### src/rtl/mesi_pkg.sv
package mesi_pkg;
    typedef enum logic [1:0] {
        ST_I = 2'd0,
        ST_S = 2'd1,
        ST_E = 2'd2,
        ST_M = 2'd3
    } line_st_t;

    typedef enum logic [1:0] {
        CY_NONE  = 2'd0,
        CY_FILL  = 2'd1,
        CY_WTHRU = 2'd2,
        CY_WBACK = 2'd3
    } bus_cy_t;

    typedef enum logic [2:0] {
        OP_PRD  = 3'd0,
        OP_PWR  = 3'd1,
        OP_SRD  = 3'd2,
        OP_SWR  = 3'd3,
        OP_FILL = 3'd4,
        OP_RSV5 = 3'd5,
        OP_RSV6 = 3'd6,
        OP_RSV7 = 3'd7
    } line_op_t;
endpackage

### src/rtl/mesi_state_store.sv
module mesi_state_store
    import mesi_pkg::*;
#(
    parameter int IDXW = 5,
    parameter int SW   = 2
) (
    input  logic            clk,
    input  logic            rst_n,
    input  logic [IDXW-1:0] rd_idx,
    output line_st_t        rd_state,
    input  logic            wr_en,
    input  logic [IDXW-1:0] wr_idx,
    input  logic [SW-1:0]   wr_bits
);
    localparam int LINES = 1 << IDXW;

    logic [SW-1:0] lines_q [LINES];
    logic [SW-1:0] raw;

    always_ff @(posedge clk) begin
        if (!rst_n) begin
            for (int i = 0; i < LINES; i++) lines_q[i] <= '0;
        end else if (wr_en) begin
            lines_q[wr_idx] <= wr_bits;
        end
    end

    assign raw = lines_q[rd_idx];

    generate
        if (SW == 1) begin : g_one_bit
            assign rd_state = line_st_t'({1'b0, raw});
        end else begin : g_two_bit
            assign rd_state = line_st_t'(raw);
        end
    endgenerate
endmodule

### src/rtl/mesi_next.sv
module mesi_next
    import mesi_pkg::*;
#(
    parameter bit CODE_ONLY = 1'b0
) (
    input  line_op_t op,
    input  line_st_t cur,
    input  logic     shared,
    output line_st_t nxt,
    output bus_cy_t  cyc
);
    always_comb begin
        nxt = cur;
        cyc = CY_NONE;
        unique case (op)
            OP_PRD: begin
                if (cur == ST_I) cyc = CY_FILL;
            end
            OP_PWR: begin
                if (!CODE_ONLY) begin
                    unique case (cur)
                        ST_M, ST_E: nxt = ST_M;
                        ST_S, ST_I: cyc = CY_WTHRU;
                        default: ;
                    endcase
                end
            end
            OP_SRD: begin
                if (cur == ST_M) begin
                    nxt = ST_S;
                    cyc = CY_WBACK;
                end else if (cur == ST_E) begin
                    nxt = ST_S;
                end
            end
            OP_SWR: begin
                nxt = ST_I;
                if (cur == ST_M) cyc = CY_WBACK;
            end
            OP_FILL: begin
                nxt = (CODE_ONLY || shared) ? ST_S : ST_E;
            end
            default: ;
        endcase
    end
endmodule

### src/rtl/mesi_line_ctrl.sv
module mesi_line_ctrl
    import mesi_pkg::*;
#(
    parameter int SETS      = 16,
    parameter int WAYS      = 2,
    parameter bit CODE_ONLY = 1'b0,
    localparam int SETW     = (SETS > 1) ? $clog2(SETS) : 1,
    localparam int WAYW     = (WAYS > 1) ? $clog2(WAYS) : 1
) (
    input  logic            clk,
    input  logic            rst_n,
    input  logic            req_valid,
    input  logic [2:0]      req_op,
    input  logic [SETW-1:0] req_set,
    input  logic [WAYW-1:0] req_way,
    input  logic            fill_shared,
    output logic            resp_valid,
    output logic [1:0]      resp_prev,
    output logic [1:0]      resp_next,
    output logic [1:0]      resp_cycle
);
    localparam int IDXW = SETW + WAYW;
    localparam int SW   = CODE_ONLY ? 1 : 2;

    logic [IDXW-1:0] idx;
    line_st_t        cur_st, nxt_st;
    bus_cy_t         cyc;
    line_op_t        op;

    line_st_t prev_q, next_q;
    bus_cy_t  cyc_q;
    line_op_t op_q;
    logic     valid_q;

    assign idx = {req_set, req_way};
    assign op  = line_op_t'(req_op);

    mesi_state_store #(.IDXW(IDXW), .SW(SW)) u_store (
        .clk      (clk),
        .rst_n    (rst_n),
        .rd_idx   (idx),
        .rd_state (cur_st),
        .wr_en    (req_valid),
        .wr_idx   (idx),
        .wr_bits  (nxt_st[SW-1:0])
    );

    mesi_next #(.CODE_ONLY(CODE_ONLY)) u_next (
        .op     (op),
        .cur    (cur_st),
        .shared (fill_shared),
        .nxt    (nxt_st),
        .cyc    (cyc)
    );

    always_ff @(posedge clk) begin
        if (!rst_n) begin
            valid_q <= 1'b0;
            prev_q  <= ST_I;
            next_q  <= ST_I;
            cyc_q   <= CY_NONE;
            op_q    <= OP_PRD;
        end else begin
            valid_q <= req_valid;
            if (req_valid) begin
                prev_q <= cur_st;
                next_q <= nxt_st;
                cyc_q  <= cyc;
                op_q   <= op;
            end
        end
    end

    assign resp_valid = valid_q;
    assign resp_prev  = prev_q;
    assign resp_next  = next_q;
    assign resp_cycle = cyc_q;

    // one response per request, one cycle later
    p_resp_follows_req_r8: assert property (@(posedge clk) disable iff (!rst_n)
        req_valid |=> resp_valid);

    // line fill only for a processor read that missed
    p_fill_on_read_miss_r2: assert property (@(posedge clk) disable iff (!rst_n)
        (resp_valid && cyc_q == CY_FILL) |-> (op_q == OP_PRD && prev_q == ST_I));

    // processor read keeps the state
    p_read_keeps_state_r2: assert property (@(posedge clk) disable iff (!rst_n)
        (resp_valid && op_q == OP_PRD) |-> (next_q == prev_q));

    // Modified is only entered by a write or kept
    p_enter_modified_r3: assert property (@(posedge clk) disable iff (!rst_n)
        (resp_valid && next_q == ST_M) |-> (prev_q == ST_M || prev_q == ST_E));

    // write-back only from a Modified line
    p_wback_from_mod_r6: assert property (@(posedge clk) disable iff (!rst_n)
        (resp_valid && cyc_q == CY_WBACK) |-> (prev_q == ST_M));

    // reserved codes do nothing
    p_reserved_op_r9: assert property (@(posedge clk) disable iff (!rst_n)
        (resp_valid && op_q > OP_FILL) |-> (next_q == prev_q && cyc_q == CY_NONE));

    generate
        if (CODE_ONLY) begin : g_code_chk
            // read-only variant holds only Shared or Invalid
            p_code_si_only_r10: assert property (@(posedge clk) disable iff (!rst_n)
                resp_valid |-> (next_q == ST_S || next_q == ST_I));
        end
    endgenerate
endmodule

### config.mk
export PLATFORM = sky130hd
export DESIGN_NAME = mesi_line_ctrl
export DESIGN_NICKNAME = d
export VERILOG_FILES = /design/src/rtl/mesi_pkg.sv /design/src/rtl/mesi_state_store.sv /design/src/rtl/mesi_next.sv /design/src/rtl/mesi_line_ctrl.sv
export SDC_FILE = /design/constraint.sdc
export NUM_CORES = 1
export LEC_CHECK = 0
export ABC_CLOCK_PERIOD_IN_PS = 7400
export BUFFER_PORTS_ARGS = -buffer_cell sky130_fd_sc_hd__buf_2
export CAP_MARGIN = 20
export CORE_ASPECT_RATIO = 1.75
export CORE_UTILIZATION = 57
export CTS_BUF_LIST = sky130_fd_sc_hd__clkbuf_2
export CTS_CLUSTER_DIAMETER = 80
export CTS_CLUSTER_SIZE = 12
export DETAILED_ROUTE_END_ITERATION = 12
export GPL_TIMING_DRIVEN = 0
export PLACE_DENSITY = 0.8
export SYNTH_ARGS = -nofsm -noshare
export SYNTH_HDL_FRONTEND = slang
export SYNTH_SLANG_ARGS = --single-unit
### constraint.sdc
create_clock -name clk -period 7.4 [get_ports clk]
set_input_delay 1.48 -clock clk [delete_from_list [all_inputs] [get_ports clk]]
set_output_delay 1.48 -clock clk [all_outputs]
set_load 0.01 [all_outputs]
---- Word level (Yosys, flattened, before mapping) ----
Memory sizes are Yosys's and may differ from the RTL's.
Cells that the tools add are included.
word-level totals
  bits in registers ....................... 7
  RAM bits ................................ 64
  bits of input ports ..................... 12
  output and inout bits ................... 7
  memories ................................ 1
operators by class
  eq/ne operators ......................... 7
  mux-type cells .......................... 16
  reductions and logical operators ........ 6
memory list
  name             words  bits a word  rd ports  clocked after memory_dff  write ports  RTL line                text
  u_store.lines_q  32     2            1         0                         32           mesi_state_store.sv:17  logic [SW-1:0] lines_q [LINES];
operators with widths
  kind                                           count
  2-to-1 mux 2 bit                               7
  case mux 2 bit (4 select lines)                1
  OR reduction 2 bit                             4
  == test 3 x 2 -> 1 bit, second input constant  2
  2-to-1 mux 1 bit                               6
  case mux 2 bit (3 select lines)                1
  2-to-1 mux 5 bit                               1
  == test 2 bit, second input constant           2
  == test 3 x 1 -> 1 bit, second input constant  1
  == test 3 bit, second input constant           1
  zero test 3 bit                                1
  == test 2 x 1 -> 1 bit, second input constant  1
  zero test 2 bit                                1

---- Logic depth before layout (Yosys ltp) ----
An unclocked memory read counts as a cell.
  depth after elaboration ................. 6
  depth in mapped cells ................... 10

---- By module ----
From an unflattened synthesis, not the netlist that was laid out.
unflattened totals
  cell total of the unflattened synthesis .. 347
  area, all modules ....................... 3773.6 sq um
modules (own cells, without submodules)
  module            times used  cells each  area each (sq um)  seq. area each (sq um)
  mesi_state_store  1           308         3413.3             1921.8
  mesi_line_ctrl    1           21          256.5              140.1
  mesi_next         1           18          103.8              0.0

---- Worst setup path before layout ----
OpenSTA, ideal clock, no wires.
  kind .................................... input to register
  start ................................... input port req_set[0]
  end ..................................... memory u_store.lines_q[24][1] (data pin)
  library setup time ...................... 0.254 ns
  data arrival time ....................... 3.645 ns
  setup slack ............................. 3.501 ns
  cell stages on the path ................. 8
  buffers on the path ..................... 2
  path through ............................ buf_6 mux2_4 a221o_1 a222oi_1 a21oi_2 a221oi_4 buf_6 nor2_2
RTL lines
  element      RTL line                text
  from (decl)  mesi_line_ctrl.sv:14    input logic [SETW-1:0] req_set,
  to (decl)    mesi_state_store.sv:17

==> results.md <==
Route:
- The aggregate routed wire length is 8730 um.
- The starting DRC count in detailed routing is 264.
- The final routed DRC violation total is 0.
- The final route contains 2681 vias.
- The average vias per placed instance is 6.02.
- The detail route stage leaves a number of antenna-violating nets equal to 0.
- The length of the first detailed-routing pass in iterations is 5.
- Dividing the detail-routed wire length by the instance count gives 19.6 um.

Worst setup path:
- At the worst endpoint, the required time is 7.71 ns.
- The worst setup path is captured at a register.
- Along the worst path, the maximum fanout reaches 10.
- The worst setup path is launched from an input pin.
- The critical path is of the input pin to register type.
- Data on the critical path arrives at its endpoint at 4.45 ns.

Power and ir drop:
- The total design power is 755 uW.
- The combinational power share is 15.3%.
- Net switching is 28.4% of the power.
- Sequential cells burn 60.5% of the power.
- The worst-case IR drop observed on VDD is 0.0905 mV.
- The share of total power in the clock network is 24.2%.
- The internal portion of the total power is 540 uW.
- Summed over all cells, the static leakage comes to 1.52 nW.
- The net switching power is 215 uW.
- Power spread over the standard cell area amounts to 192 nW/um^2.

Logic synthesis:
- The post-synthesis simple-gate area fraction is 22.2%.
- The dominant register cell in the synthesized netlist is edfxtp_1.
- The post-synthesis async set-or-reset flop share is 0%.
- The sequential element share of the synthesized area is 56.3%.
- Multiplexer cells account for 10.9% of the synthesized area.
- Counting flops and latches in the post-synthesis netlist gives 71.
- The synthesized netlist devotes 6.73% of its cell area to compound gates.
- The post-synthesis instance total is 331.
- The combinational family with the most area after synthesis is simple AND/OR/NAND/NOR gates.
- In this run the cell area of the synthesized design comes to 3660 um^2.
- The Yosys warning count is 0.
- Yosys mapped a number of flops with a built-in enable equal to 64.
- The post-synth net total is 343.
- The post-synthesis cell type count is 42.
- After Yosys synthesis, XOR and XNOR cells account for 0% of the synthesized area.
- Summing the areas of all fa, ha and maj instances in the mapped netlist gives 0% of the synthesized area.
- The mean area per synthesized cell is 11.1 um^2.

Die:
- The die boundary width is 62.6 um.
- In this run the count of I/O pins placed on the die edge is 19.
- The placeable core region is 6180 um^2.
- Measured along the y axis, the die boundary spans 108 um.
- After floorplanning, the core was divided into 38 placement rows.
- For this configuration, the core starts out at a cell density of 59.3%.
- The die covers 6770 um^2.

CTS:
- The number of gates resized after CTS is 0.
- The clock transition at the register clock pins on the worst setup and hold paths after CTS is 0.18 ns.
- The number of clock buffers added by TritonCTS is 9.
- The number of setup buffers added after CTS is 0.
- TritonCTS built the clock tree.
- For the worst-skew pair, the clock arrives at the later sink with an insertion delay of 0.55 ns.
- The post-cts hold buffer count is 0.
- The maximum buffer depth of the clock tree is 2.
- The number of sinks on the clock net is 71.
- The clock root buffer master is clkbuf_2.
- CTS built an H-tree with a depth of 3.

Timing:
- The final cycle utilization of the critical path is 55.9%.
- Setup violations remaining at the end of the flow were counted as 0.
- In this run the tightest slew margin relative to its limit is 37.1%.
- Setup repair after global routing left no endpoint under its margin.
- The final max-slew violation count is 0.
- The tightest hold path in the finished design has a slack of 0.499 ns.
- The worst-margin pin slew is 0.941 ns.
- Adding up every negative setup slack in the final design gives 0 ns.
- The final hold violation count came to 0.
- The post-route clock skew is 0.0233 ns.
- The smallest clock period supported by the final layout is computed as 4.14 ns.
- The peak clock frequency supported by timing is 0.242 GHz.

Job:
- The max-capacitance violation count is 0.

Finish:
- Relative to the synthesized area, the layout overhead comes to 7.44%.
- The post-layout net count is 372.
- The share of post-route cells with drive strength above 1 is 24.4%.
- The repair_antennas step left the layout with diodes totalling 0.
- The number of standard cells in the final layout excluding fillers is 445.
- The share of the core filled with cells in the final layout is 63.7%.
- The library cell used most frequently in the layout, excluding fill and tap cells, is nand2_1.
- In the layout the commonest cells are 74 x nand2_1, 64 x edfxtp_1, 39 x nor2_1.

Placed design:
- In this run the tool buffered the top-level ports with 16 buffer cells.
- Summed over all nets, the half-perimeter wirelength after detailed placement is 6540 um.
- The number of placed instances, taps included is 429.
- The global placer's final weighted congestion is 0.909.

Global route:
- The number of antenna violations at the first check in global routing was 0.
- The final global-route overflow total is 0.
- The via count of the first global-routing pass is 2803.
- The first-pass GRT wire length is 13800 um.
- Global routing consumed, over all layers together, 28.7% of the routing resources.
- Entering global routing, the biggest net connects 11 pins.

Outcome:
- The run finished with clean final reports.

Min path:
- The tightest min-delay check is of the register to register type.
[synthesized netlist by cell type, types with 2 or more instances]
| cell type | n | area, um^2 |
|---|---|---|
| mux2_2 | 5 | 56.3 |
| nand2_1 | 74 | 278 |
| buf_2 | 6 | 30.0 |
| nand3_1 | 3 | 15.0 |
| a21oi_1 | 4 | 20.0 |
| nor3_1 | 4 | 20.0 |
| nand2b_1 | 3 | 18.8 |
| inv_1 | 6 | 22.5 |
| clkbuf_1 | 12 | 45.0 |
| o22ai_1 | 4 | 25.0 |
| buf_6 | 4 | 45.0 |
| nor2_1 | 39 | 146 |
| and3b_1 | 2 | 17.5 |
| mux2_4 | 2 | 30.0 |
| nor2_2 | 30 | 188 |
| a221o_1 | 2 | 20.0 |
| dfxtp_1 | 7 | 140 |
| nor3b_1 | 4 | 30.0 |
| mux2i_1 | 12 | 120 |
| o32a_1 | 2 | 20.0 |
| mux4_2 | 5 | 113 |
| and3_1 | 5 | 31.3 |
| and2_1 | 3 | 18.8 |
| mux4_1 | 3 | 78.8 |
| edfxtp_1 | 64 | 1920 |
| a41oi_1 | 2 | 17.5 |
| o21ai_0 | 5 | 25.0 |
| nand3b_1 | 4 | 30.0 |
| or2_2 | 2 | 12.5 |
[cell families (layout without fill, tap and decap cells)]
group                  Yosys count  count (layout)
flip-flops                      71              71
AND/OR/NAND/NOR                174             174
buffers and inverters           29              63
AO/OA/AOI/OAI                   30              30
multiplexers                    27              27
[final cells by class]
type / instances / area, um^2
Clock inverter: 2 / 7.51
Fill cell: 489 / 2240
Timing Repair Buffer: 18 / 95.1
Buffer: 23 / 124
Clock buffer: 14 / 70.1
Inverter: 6 / 22.5
Tap cell: 80 / 100
Multi-Input combinational cell: 231 / 1460
Sequential cell: 71 / 2060
[sequential cells by signal (all words and copies together), names as in the netlist]
register and flops:
u_store.lines_q 64, resp_prev 2, resp_next 2, resp_valid 1, resp_cycle 2
[worst max-delay path, cell delays in order]
cell and delay [ns]:
buf_2 0.10, clkbuf_1 0.43, nor3b_1 0.26, a221o_1 0.38, a222oi_1 0.71, nand2_1 0.25
a221oi_4 0.52, buf_6 0.26, nor2_2 0.05
[power by group through the flow]
| stage | clock network [mW] | logic (mW) | registers (mW) |
|---|---|---|---|
| after floorplan | 0 | 0.0789 | 0.464 |
| after global placement | 0 | 0.111 | 0.465 |
| after detailed placement | 0 | 0.114 | 0.466 |
| after CTS | 0.183 | 0.114 | 0.457 |
| after global routing | 0.195 | 0.123 | 0.458 |
| final | 0.183 | 0.115 | 0.457 |
[metrics by stage]
stage / cell area (um^2) / setup slack, ns
CTS: 3940 / 3.35
floorplan: 3660 / 3.50
finish: 3940 / 3.26
global placement: 3840 / 2.87
detailed placement: 3860 / 2.78
global route: 3940 / 3.13
[routing by layer]
layer | routed length [um] | global-route usage, % | part of all wire [%] | vias to the layer above
li1 | - | - | - | 1240
met1 | 3020 | 28.9 | 35 | 1274
met2 | 4680 | 50.7 | 54 | 128
met3 | 498 | 6.54 | 5.7 | 39
met4 | 531 | 22.3 | 6.1 | 0
met5 | 0 | 0 | 0 | -
[worst paths after layout]
check	start	endpoint	slack, ns	cells past startpoint
worst max register to register	u_store.lines_q[28][1]	u_store.lines_q[2][1]	4.33	7
worst max-delay path	req_set[2]	u_store.lines_q[2][1]	3.26	9
worst min register to register	resp_prev[0]	resp_prev[0]	0.50	2
worst min-delay path	resp_prev[0]	resp_prev[0]	0.50	2
Power figures use the tool's default switching activity.
